==> config.mk <==
export PLATFORM = sky130hd
export DESIGN_NAME = mw_eeprom_reader
export DESIGN_NICKNAME = d
export VERILOG_FILES = /design/src/rtl/mwr_pkg.sv /design/src/rtl/mwr_phase_timer.sv /design/src/rtl/mwr_sequencer.sv /design/src/rtl/mwr_shifter.sv /design/src/rtl/mw_eeprom_reader.sv
export SDC_FILE = /design/constraint.sdc
export NUM_CORES = 1
export LEC_CHECK = 0
export ABC_CLOCK_PERIOD_IN_PS = 5200
export BUFFER_PORTS_ARGS = -buffer_cell sky130_fd_sc_hd__clkbuf_2
export CAP_MARGIN = 20
export CORE_MARGIN = 1.5
export CORE_UTILIZATION = 45
export DETAILED_ROUTE_END_ITERATION = 10
export HOLD_SLACK_MARGIN = 0.06
export PLACE_DENSITY = 0.62
export SETUP_SLACK_MARGIN = 0.3
export SLEW_MARGIN = 40
export SYNTH_ARGS = -nofsm -noshare
export SYNTH_HDL_FRONTEND = slang
export SYNTH_HIERARCHICAL = 1
export SYNTH_SLANG_ARGS = --single-unit
==> constraint.sdc <==
create_clock -name clk -period 5.2 [get_ports clk]
set_input_delay 1.04 -clock clk [delete_from_list [all_inputs] [get_ports clk]]
set_output_delay 1.04 -clock clk [all_outputs]
set_load 0.01 [all_outputs]
==> src/rtl/mwr_pkg.sv <==
package mwr_pkg;

  typedef enum logic [3:0] {
    PH_IDLE,
    PH_SEL_WAIT,
    PH_SEL_ON,
    PH_CMD_LO,
    PH_CMD_HI,
    PH_RD_LO,
    PH_RD_HI,
    PH_DES_CLK,
    PH_DES_CS
  } mwr_phase_e;

  localparam int unsigned OPC_W = 3;
  localparam logic [OPC_W-1:0] RD_OPCODE = 3'b110;

endpackage

==> src/rtl/mwr_phase_timer.sv <==
module mwr_phase_timer #(
  parameter int unsigned HALF_CYCLES = 64
) (
  input  logic clk,
  input  logic rst_n,
  input  logic run,
  output logic tick
);

  localparam int unsigned CNT_W = (HALF_CYCLES > 1) ? $clog2(HALF_CYCLES) : 1;
  localparam logic [CNT_W-1:0] RELOAD = CNT_W'(HALF_CYCLES - 1);

  logic [CNT_W-1:0] cnt_q, cnt_d;

  always_comb begin
    if (!run || (cnt_q == '0)) cnt_d = RELOAD;
    else                       cnt_d = cnt_q - 1'b1;
  end

  always_ff @(posedge clk or negedge rst_n) begin
    if (!rst_n) cnt_q <= RELOAD;
    else        cnt_q <= cnt_d;
  end

  assign tick = run && (cnt_q == '0);

endmodule

==> src/rtl/mwr_sequencer.sv <==
module mwr_sequencer
  import mwr_pkg::*;
#(
  parameter int unsigned CMD_BITS  = 11,
  parameter int unsigned DATA_BITS = 16
) (
  input  logic       clk,
  input  logic       rst_n,
  input  logic       start,
  input  logic       tick,
  output mwr_phase_e phase,
  output logic       busy,
  output logic       load,
  output logic       shift_cmd,
  output logic       sample,
  output logic       finish
);

  localparam int unsigned MAXB  = (CMD_BITS > DATA_BITS) ? CMD_BITS : DATA_BITS;
  localparam int unsigned IDX_W = $clog2(MAXB);
  localparam logic [IDX_W-1:0] CMD_LAST  = IDX_W'(CMD_BITS - 1);
  localparam logic [IDX_W-1:0] DATA_LAST = IDX_W'(DATA_BITS - 1);

  mwr_phase_e       phase_q, phase_d;
  logic [IDX_W-1:0] idx_q, idx_d;

  always_comb begin
    phase_d   = phase_q;
    idx_d     = idx_q;
    load      = 1'b0;
    shift_cmd = 1'b0;
    sample    = 1'b0;
    finish    = 1'b0;
    case (phase_q)
      PH_IDLE: begin
        if (start) begin
          phase_d = PH_SEL_WAIT;
          idx_d   = '0;
          load    = 1'b1;
        end
      end
      PH_SEL_WAIT: if (tick) phase_d = PH_SEL_ON;
      PH_SEL_ON:   if (tick) phase_d = PH_CMD_LO;
      PH_CMD_LO:   if (tick) phase_d = PH_CMD_HI;
      PH_CMD_HI: begin
        if (tick) begin
          shift_cmd = 1'b1;
          if (idx_q == CMD_LAST) begin
            phase_d = PH_RD_LO;
            idx_d   = '0;
          end else begin
            phase_d = PH_CMD_LO;
            idx_d   = idx_q + 1'b1;
          end
        end
      end
      PH_RD_LO:    if (tick) phase_d = PH_RD_HI;
      PH_RD_HI: begin
        if (tick) begin
          sample = 1'b1;
          if (idx_q == DATA_LAST) begin
            phase_d = PH_DES_CLK;
          end else begin
            phase_d = PH_RD_LO;
            idx_d   = idx_q + 1'b1;
          end
        end
      end
      PH_DES_CLK:  if (tick) phase_d = PH_DES_CS;
      PH_DES_CS: begin
        if (tick) begin
          finish  = 1'b1;
          phase_d = PH_IDLE;
        end
      end
      default:     phase_d = PH_IDLE;
    endcase
  end

  always_ff @(posedge clk or negedge rst_n) begin
    if (!rst_n) begin
      phase_q <= PH_IDLE;
      idx_q   <= '0;
    end else begin
      phase_q <= phase_d;
      idx_q   <= idx_d;
    end
  end

  assign phase = phase_q;
  assign busy  = (phase_q != PH_IDLE);

  // a busy phase only moves on when the timer ticks
  p_phase_hold_r6: assert property (@(posedge clk) disable iff (!rst_n)
    (phase_q != PH_IDLE && !tick) |=> $stable(phase_q));

  // once past the first phase, the transfer never restarts
  p_no_restart_r2: assert property (@(posedge clk) disable iff (!rst_n)
    (phase_q != PH_IDLE && phase_q != PH_SEL_WAIT) |=> (phase_q != PH_SEL_WAIT));

endmodule

==> src/rtl/mwr_shifter.sv <==
module mwr_shifter
  import mwr_pkg::*;
#(
  parameter int unsigned ADDR_W = 8,
  parameter int unsigned DATA_W = 16
) (
  input  logic              clk,
  input  logic              rst_n,
  input  logic              load,
  input  logic [ADDR_W-1:0] addr,
  input  logic              shift_cmd,
  input  logic              sample,
  input  logic              din,
  input  logic              finish,
  output logic              cmd_bit,
  output logic [DATA_W-1:0] rdata,
  output logic              done
);

  localparam int unsigned CMD_W = ADDR_W + OPC_W;

  logic [CMD_W-1:0]  cmd_q, cmd_d;
  logic [DATA_W-1:0] rx_q, rx_d;
  logic [DATA_W-1:0] rdata_q;
  logic              done_q;
  logic              cmd_en, rx_en;

  assign cmd_en = load || shift_cmd;
  assign rx_en  = sample;

  always_comb begin
    if (load) cmd_d = {RD_OPCODE, addr};
    else      cmd_d = {cmd_q[CMD_W-2:0], 1'b0};
    rx_d = {rx_q[DATA_W-2:0], din};
  end

  always_ff @(posedge clk or negedge rst_n) begin
    if (!rst_n) begin
      cmd_q   <= '0;
      rx_q    <= '0;
      rdata_q <= '0;
      done_q  <= 1'b0;
    end else begin
      if (cmd_en) cmd_q   <= cmd_d;
      if (rx_en)  rx_q    <= rx_d;
      if (finish) rdata_q <= rx_q;
      done_q <= finish;
    end
  end

  assign cmd_bit = cmd_q[CMD_W-1];
  assign rdata   = rdata_q;
  assign done    = done_q;

  // completion is a single-cycle pulse
  p_done_pulse_r11: assert property (@(posedge clk) disable iff (!rst_n)
    done |=> !done);

  // the result only moves together with a completion
  p_rdata_hold_r11: assert property (@(posedge clk) disable iff (!rst_n)
    !done |-> $stable(rdata));

endmodule

==> src/rtl/mw_eeprom_reader.sv <==
module mw_eeprom_reader
  import mwr_pkg::*;
#(
  parameter int unsigned ADDR_W      = 8,
  parameter int unsigned DATA_W      = 16,
  parameter int unsigned HALF_CYCLES = 64
) (
  input  logic              clk,
  input  logic              rst_n,
  input  logic              start_i,
  input  logic [ADDR_W-1:0] addr_i,
  output logic [DATA_W-1:0] rdata_o,
  output logic              done_o,
  output logic              ee_cs_o,
  output logic              ee_sclk_o,
  output logic              ee_dout_o,
  input  logic              ee_din_i,
  output logic              ee_prot_o
);

  localparam int unsigned CMD_BITS = ADDR_W + OPC_W;

  logic [1:0] rst_sync_q;
  logic       rst_core_n;

  always_ff @(posedge clk or negedge rst_n) begin
    if (!rst_n) rst_sync_q <= 2'b00;
    else        rst_sync_q <= {rst_sync_q[0], 1'b1};
  end
  assign rst_core_n = rst_sync_q[1];

  mwr_phase_e phase;
  logic busy, tick, load, shift_cmd, sample, finish, cmd_bit;

  mwr_phase_timer #(.HALF_CYCLES(HALF_CYCLES)) u_timer (
    .clk   (clk),
    .rst_n (rst_core_n),
    .run   (busy),
    .tick  (tick)
  );

  mwr_sequencer #(.CMD_BITS(CMD_BITS), .DATA_BITS(DATA_W)) u_seq (
    .clk       (clk),
    .rst_n     (rst_core_n),
    .start     (start_i),
    .tick      (tick),
    .phase     (phase),
    .busy      (busy),
    .load      (load),
    .shift_cmd (shift_cmd),
    .sample    (sample),
    .finish    (finish)
  );

  mwr_shifter #(.ADDR_W(ADDR_W), .DATA_W(DATA_W)) u_shift (
    .clk       (clk),
    .rst_n     (rst_core_n),
    .load      (load),
    .addr      (addr_i),
    .shift_cmd (shift_cmd),
    .sample    (sample),
    .din       (ee_din_i),
    .finish    (finish),
    .cmd_bit   (cmd_bit),
    .rdata     (rdata_o),
    .done      (done_o)
  );

  always_comb begin
    ee_cs_o   = 1'b1;
    ee_sclk_o = 1'b0;
    ee_dout_o = 1'b0;
    ee_prot_o = 1'b0;
    case (phase)
      PH_IDLE: begin
        ee_cs_o   = 1'b0;
        ee_sclk_o = 1'b1;
        ee_prot_o = 1'b1;
      end
      PH_SEL_WAIT: ee_cs_o = 1'b0;
      PH_SEL_ON:   ee_sclk_o = 1'b1;
      PH_CMD_LO:   ee_dout_o = cmd_bit;
      PH_CMD_HI: begin
        ee_sclk_o = 1'b1;
        ee_dout_o = cmd_bit;
      end
      PH_RD_HI:    ee_sclk_o = 1'b1;
      PH_DES_CS: begin
        ee_cs_o   = 1'b0;
        ee_prot_o = 1'b1;
      end
      default: ;
    endcase
  end

  // protect-enable stays low while the device is selected
  p_prot_low_sel_r10: assert property (@(posedge clk) disable iff (!rst_core_n)
    ee_cs_o |-> !ee_prot_o);

  // select rises together with the clock, with data out low
  p_cs_rise_r4: assert property (@(posedge clk) disable iff (!rst_core_n)
    $rose(ee_cs_o) |-> (ee_sclk_o && !ee_dout_o && !ee_prot_o));

  // data out never changes while the clock stays high
  p_dout_hold_r5: assert property (@(posedge clk) disable iff (!rst_core_n)
    ee_sclk_o |=> (!ee_sclk_o || $stable(ee_dout_o)));

  // select falls only while the clock is low
  p_cs_fall_r9: assert property (@(posedge clk) disable iff (!rst_core_n)
    $fell(ee_cs_o) |-> (!ee_sclk_o && ee_prot_o));

endmodule

==> results.md, run 1 <==
* Status: complete, no violations
* Clock buffer depth at 2
* CTS tree: built
* Clk_lat worst skew at between 0.3 and 0.4 ns
* Ys Warns at 6
* Worst r2r src: u_seq/phase[1]
* Routed vias at between 1500 and 2000
* Max_cap viols at 0
* Die area at about 6600 um2
* Fmax at just under 0.4 GHz
* Post-CTS setup buffer count at 0
* Num CTS Buffers at 9
* TritonRoute pass-1 iters at 4
* Global-route track usage on met2 at 22.8%
* Unrepaired setup endpoints after global routing: no
* Critical Path Start Type: register
* Gr usage total at 15.7%
* Period minus WS final at approximately 2.6 ns
* Synthesized area at ~2800 um2
* Post-synth top flop: dfrtp_1
* Total power at around 0.0012 W
* DRC errors left at 0
* Max-slew violations at 0
* Area grow syn2layout at 14.1%
* Grt peak-use layer: met2
* Critical Path RT at roughly 4.2 ns
* R2R depth at 7
* Final WL at between 4 and 5 mm
* Port Buffers at 32
* Relative slew slack at ~53%
* VDD IR max at around 0.19 mV
* Worst slew pin tran at slightly above 0.7 ns
* Final setup vio count at 0
* Syn Area/Cell at approximately 13 um2
* Initial Util at between 40% and 50%
* Crit path max fanout at 13
* Row cnt at 28
* Leak Pwr at between 1 and 1.5 nW
* EDFF count, synth at 0
* GR Overflow Total at 0
* Wirelength per Cell at approximately 14 um
* # H-tree levels at 3
* Period utilization at around 50%
* Fillers at 514
* DP HPWL at slightly above 3 mm
* Async set-reset flop share out of synthesis at between 90% and 100%
* DRT iter0 DRCs at between 60 and 70
* Clock Sinks at 60
* Post-CTS sizing at 0
* Chip width at around 81 um
* Total I/O pin count at 33
* Pin count of the biggest net entering global routing at 59
* CP Capture Type: primary output
* Pwr per Cell Area at 387 nW/um2
* Sequential fraction of the synthesis area at around 55%
* Worst Hold Class: register to register
* CTS Root Cell: clkbuf_8
* Initial antenna violation count at 0
* Ant diodes at 0
* Hold Buf Count CTS at 0
* Vias in the first global route at ~1600
* CTS clk-pin slew, worst paths at approximately 0.070 ns
* Die H at between 80 and 90 um
* Worst Hold Depth at 0
* Layout cells sized above 1 at slightly below 40%
* Syn nets at between 200 and 250
* Hold path start: rst_sync_q[0]
* # nets final at 260
* Met1 Use GR at approximately a fifth
* Synth Register Bits at 60
* RePlAce Congestion at 0.749
* Crit path kind: register to primary output
* Crit path DAT at approximately 1.6 ns
* Design Area, Final at ~3200 um2
* Fin Setup TNS at 0 ns
* Worst-case hold path end point: rst_sync_q[1]
* Dpl cell area at slightly below 3000 um2
* First-pass GRT wire length at 7.56 mm
* Hold Violations, Final at 0
* Flop-to-flop setup slack at 2.78 ns
* Post-route ant nets at 0
* Worst Skew at 0.0134 ns
* Routed vias/inst at 5.16
* Met3 Usage GRT at around 7.5%
* Gate Count Post-Synth at between 200 and 250
* Cell variety after synth at between 40 and 50
* Core area at between 5000 and 6000 um2
* Reg2reg end: u_shift/cmd_q[9]
==> worst max-delay path: stages, from the launching register on <==
cell	delay [ns]
dfrtp_1	0.57
or3b_1	0.40
a21oi_2	0.12
clkbuf_2	0.14
==> placed cells by master, fill, tap and decap left out, drive strengths merged <==
master    count
o2bb2ai       1
conb          1
nor2         10
xor2          1
and3          2
o21bai        1
mux2         35
o22ai         1
a21oi         5
o41a          1
o21ai        11
nand3b        4
nand3         4
a211o         3
o31ai         1
a32o          1
mux2i        10
clkbuf       45
a211oi        1
dfstp         6
nand2        16
dfrtp        54
inv           4
nor3          6
or3           1
nor4          1
buf           1
a21o          1
nand2b        5
xnor2         1
o2111ai       1
or4           1
bufinv        1
and2          2
ha            4
or3b          2
nor2b         2
clkinvlp      2
==> cell families after synthesis <==
group                    Yosys count  synth area share (%)
AO/OA/AOI/OAI                     28                  6.83
XOR/XNOR                           2                 0.634
adder cells (fa/ha/maj)            4                  1.81
buffers and inverters             16                  4.62
flip-flops                        60                  54.6
multiplexers                      45                  20.9
other                              1                 0.136
AND/OR/NAND/NOR                   56                  10.5
==> synth_stat cells (4+ instances only) <==
| master | count | share of area (%) |
|---|---|---|
| dfrtp_1 | 54 | 49 |
| mux2_4 | 22 | 12 |
| nand2_1 | 16 | 2.2 |
| mux2_2 | 13 | 5.3 |
| mux2i_1 | 10 | 3.6 |
| nor2_1 | 10 | 1.4 |
| dfstp_2 | 6 | 5.7 |
| nor3_1 | 6 | 1.1 |
| o21ai_1 | 6 | 1.1 |
| nand2b_1 | 5 | 1.1 |
| o21ai_0 | 5 | 0.90 |
| a21oi_1 | 4 | 0.72 |
| buf_2 | 4 | 0.72 |
| buf_6 | 4 | 1.6 |
| ha_1 | 4 | 1.8 |
| inv_1 | 4 | 0.54 |
| nand3_1 | 4 | 0.72 |
| nand3b_1 | 4 | 1.1 |
==> report_power, final <==
part           total (W)  leakage (nW)  switching [W]  internal [W]
Clock           0.000435         0.102       0.000174      0.000261
Combinational   0.000169         0.588      0.0000857     0.0000830
Sequential      0.000617         0.781      0.0000614      0.000555
Total            0.00122          1.47       0.000321      0.000899
==> area by class of cell <==
cell class | instances | area [um2] | area share [%]
Clock buffer | 13 | 169 | 5.35
Clock inverter | 3 | 45.0 | 1.43
Inverter | 4 | 15.0 | 0.476
Multi-Input combinational cell | 136 | 1150 | 36.6
Sequential cell | 60 | 1510 | 47.9
Tap cell | 75 | 93.8 | 2.97
Timing Repair Buffer | 33 | 168 | 5.31
==> through the flow <==
step	utilization, %	hold slack [ns]	setup WS, ns	std cells
after floorplan	-	0.331	3.10	212
after global placement	49.4	0.339	2.58	308
after detailed placement	49.7	0.348	2.77	308
after CTS	53.3	0.365	2.58	324
after global routing	53.3	0.368	2.49	324
final	53.3	0.359	2.60	324
==> flip-flops by register name, summed over array words and instances (netlist names) <==
register,cells
u_shift/rdata,16
u_shift/rx_q,16
u_shift/cmd_q,11
u_timer/cnt_q,6
u_seq/idx_q,4
u_seq/phase,4
rst_sync_q,2
u_shift/done,1
==> worst max-delay path by stage <==
stage,from,endpoint,slack (ns),cells after the start
after CTS,u_seq/phase[2],ee_dout_o,2.58,3
after global placement,u_timer/cnt_q[0],u_shift/rdata[4],2.58,8
after detailed placement,u_seq/phase[1],u_shift/cmd_q[9],2.77,7
final,u_seq/phase[2],ee_dout_o,2.60,3
after global routing,u_timer/cnt_q[0],u_shift/cmd_q[9],2.49,9
after floorplan,u_seq/phase[1],u_shift/cmd_q[7],3.10,10
==> per-layer routing <==
layer	wire, um	vias up
met1	2260	826
met3	182	4
met5	0	-
li1	-	808
met4	51	0
met2	2090	35
Power figures use the tool's default switching activity.
==> inputs of run 2 (changes only) <==
--- a/config.mk
+++ b/config.mk
@@ -5,14 +5,14 @@
 export SDC_FILE = /design/constraint.sdc
 export NUM_CORES = 1
 export LEC_CHECK = 0
-export ABC_CLOCK_PERIOD_IN_PS = 5200
+export ABC_CLOCK_PERIOD_IN_PS = 2200
 export BUFFER_PORTS_ARGS = -buffer_cell sky130_fd_sc_hd__clkbuf_2
 export CAP_MARGIN = 20
 export CORE_MARGIN = 1.5
 export CORE_UTILIZATION = 45
 export DETAILED_ROUTE_END_ITERATION = 10
 export HOLD_SLACK_MARGIN = 0.06
-export PLACE_DENSITY = 0.62
+export PLACE_DENSITY = 0.65
 export SETUP_SLACK_MARGIN = 0.3
 export SLEW_MARGIN = 40
 export SYNTH_ARGS = -nofsm -noshare
==> constraint.sdc (replaced) <==
create_clock -name clk -period 2.2 [get_ports clk]
set_input_delay 0.44 -clock clk [delete_from_list [all_inputs] [get_ports clk]]
set_output_delay 0.44 -clock clk [all_outputs]
set_load 0.01 [all_outputs]
==> run 2 against run 1 <==
Compared with the run above:
- combinational power rose to 3.6 times the previous value
- count of clock-buffer cells in the layout down 3
- clock skew up 0.0023 ns
- first-iteration DRC count down 46%
- design area up 9.0%
- worst hold slack worse by 0.034 ns
- global-route usage down 0.14 points
- sequential share of layout area down 3.9 points
- via count up 4.7%
==> results.md, run 2 (same netlist as run 1, synthesis figures left out) <==
* Initial antenna violation count at 0
* Relative slew slack at between 50% and 60%
* Chip width at between 80 and 90 um
* VDD IR max at roughly 0.56 mV
* Leak Pwr at 1.61 nW
* Row cnt at 28
* Clk_lat worst skew at ~0.34 ns
* Max stage delay on crit path at between 0.5 and 0.6 ns
* Setup WS pre-CTS at around 0.078 ns
* Register area at 1510 um2
* Worst r2r src: u_timer/cnt_q[0]
* Status: complete, no violations
* Routed vias/inst at 5.03
* CTS clk-pin slew, worst paths at about 0.070 ns
* Most frequent CP cell: mux2_4
* Final worst slack at 0.246 ns
* Routed vias at approximately 1800
* Port Buffers at 32
* Pwr per Cell Area at between 800 and 900 nW/um2
* Crit path kind: register to register
* Gr usage total at 15.6%
* CTS tree: built
* Core area at about 5900 um2
* Clock Sinks at 60
* Max_cap viols at 0
* TritonRoute pass-1 iters at 4
* RePlAce Congestion at about 0.7
* Fmax at ~0.51 GHz
* Hold Violations, Final at 0
* Critical Path Start Type: register
* Commonest non-fill, non-tap cell in the layout: dfrtp_1
* DRC errors left at 0
* Final WL at 4.89 mm
* Die H at between 80 and 90 um
* Final setup vio count at 0
* Initial Util at a little under half
* Critical Path RT at between 2 and 2.5 ns
* Die area at between 6000 and 7000 um2
* Multi-input gate area at ~1200 um2
* Fin Setup TNS at 0 ns
* Worst Hold Class: primary input to register
* Crit path DAT at 2.17 ns
* Post-route ant nets at 0
* Highest-count cells in the layout ignoring fill and taps: dfrtp_1 (53), clkbuf_2 (30), mux2_4 (22)
* Period utilization at 88.8%
* Wirelength per Cell at 14.1 um
* Num CTS Buffers at 9
* CP Capture Type: register
* # nets final at roughly 280
* Ant diodes at 0
* Crit. Startpoint: u_timer/cnt_q[0]
* DP HPWL at between 3 and 4 mm
* # H-tree levels at 3
* Period minus WS final at around 2 ns
* CTS Root Cell: clkbuf_8
* Pin count of the biggest net entering global routing at 58
* Vias in the first global route at 1746
* Total I/O pin count at 33
* Minimum hold slack at between 0.3 and 0.4 ns
* Max-slew violations at 0
* CP max-delay cell: dfstp_2
* Area grow syn2layout at 24.3%
* DRT iter0 DRCs at 37
* Cells along the critical path: inv_2 > ha_4 > nand2b_4 > nor4_2 > and2_4 > mux2_4 > a32o_2 > mux2_4
* GR Overflow Total at 0
* Fillers at between 400 and 500
* Worst slew pin tran at 0.711 ns
* Clock buffer depth at 2
* Layout cells sized above 1 at 47.6%
* Crit path max fanout at 7
* Worst Skew at roughly 0.016 ns
* First-pass GRT wire length at approximately 7.7 mm
* Unrepaired setup endpoints after global routing: yes
* Hold path start: addr_i[0]
==> run 2: changes by cell type in the layout (fill, tap and decap cells not counted), moves of 3 or more <==
cell,before,now
buf_4,1,15
buf_6,0,5
buf_12,0,3
clkbuf_8,12,9
nor2_2,0,3
==> run 2: layout make-up <==
| cell class | instances | share of cell area, % |
|---|---|---|
| timing repair buffer | 57 | 12.5 |
| clock buffer | 10 | 3.71 |
| clock inverter | 6 | 1.89 |
| tap | 75 | 2.73 |
| inverter | 4 | 0.437 |
| multi-input combinational | 136 | 34.8 |
| sequential | 60 | 43.9 |
==> run 2: metal layers <==
metal	vias to the layer above	GRT usage [%]	part of all wire, %
met5	-	0	0
met4	0	10.3	2.5
met3	9	3.37	2.9
met2	29	25.5	48
met1	853	18.4	47
li1	860	-	-
==> run 2: final timing paths <==
check / slack (ns) / cells after the start / end
min in group asynchronous: 0.41 / 2 / rst_sync_q[0]
hold reg to reg: 0.36 / 0 / rst_sync_q[1]
hold / removal: 0.32 / 3 / u_shift/cmd_q[0]
setup reg to reg: 0.25 / 8 / u_seq/idx_q[1]
setup / recovery: 0.25 / 8 / u_seq/idx_q[1]
max in group asynchronous: 1.28 / 1 / u_shift/cmd_q[3]
==> run 2: power by group <==
part	switching [W]	total, W	internal (W)	leakage, nW
Sequential	0.000136	0.00145	0.00131	0.781
Combinational	0.000277	0.000601	0.000324	0.737
Clock	0.000427	0.000949	0.000522	0.0962
Total	0.000841	0.00300	0.00216	1.61
==> run 2: repair_timing <==
action	4_1_cts	5_1_grt
endpoints found under the setup margin	48	48
hold endpoints to repair	3	0
pin swaps	5	4
cloned	0	1
buffers inserted	9	4
hold buffers	2	0
resized for setup	9	7
==> run 2: worst max-delay path, delay by kind of cell (launching register included) <==
kind | cells | cell delay, ns
flops | 1 | 0.54
buf+inv | 1 | 0.05
simple gates | 3 | 0.26
fa+ha+maj | 1 | 0.15
compound gates | 1 | 0.27
mux | 2 | 0.57
==> run 2: metrics by stage <==
| step | power (W) | utilization (%) | instance area [um2] | std cells |
|---|---|---|---|---|
| after floorplan | 0.00179 | - | 2800 | 212 |
| after global placement | 0.00190 | 51.3 | 3040 | 316 |
| after detailed placement | 0.00193 | 51.3 | 3040 | 316 |
| after CTS | 0.00299 | 56.7 | 3350 | 343 |
| after global routing | 0.00317 | 58.1 | 3440 | 348 |
| final | 0.00300 | 58.1 | 3440 | 348 |
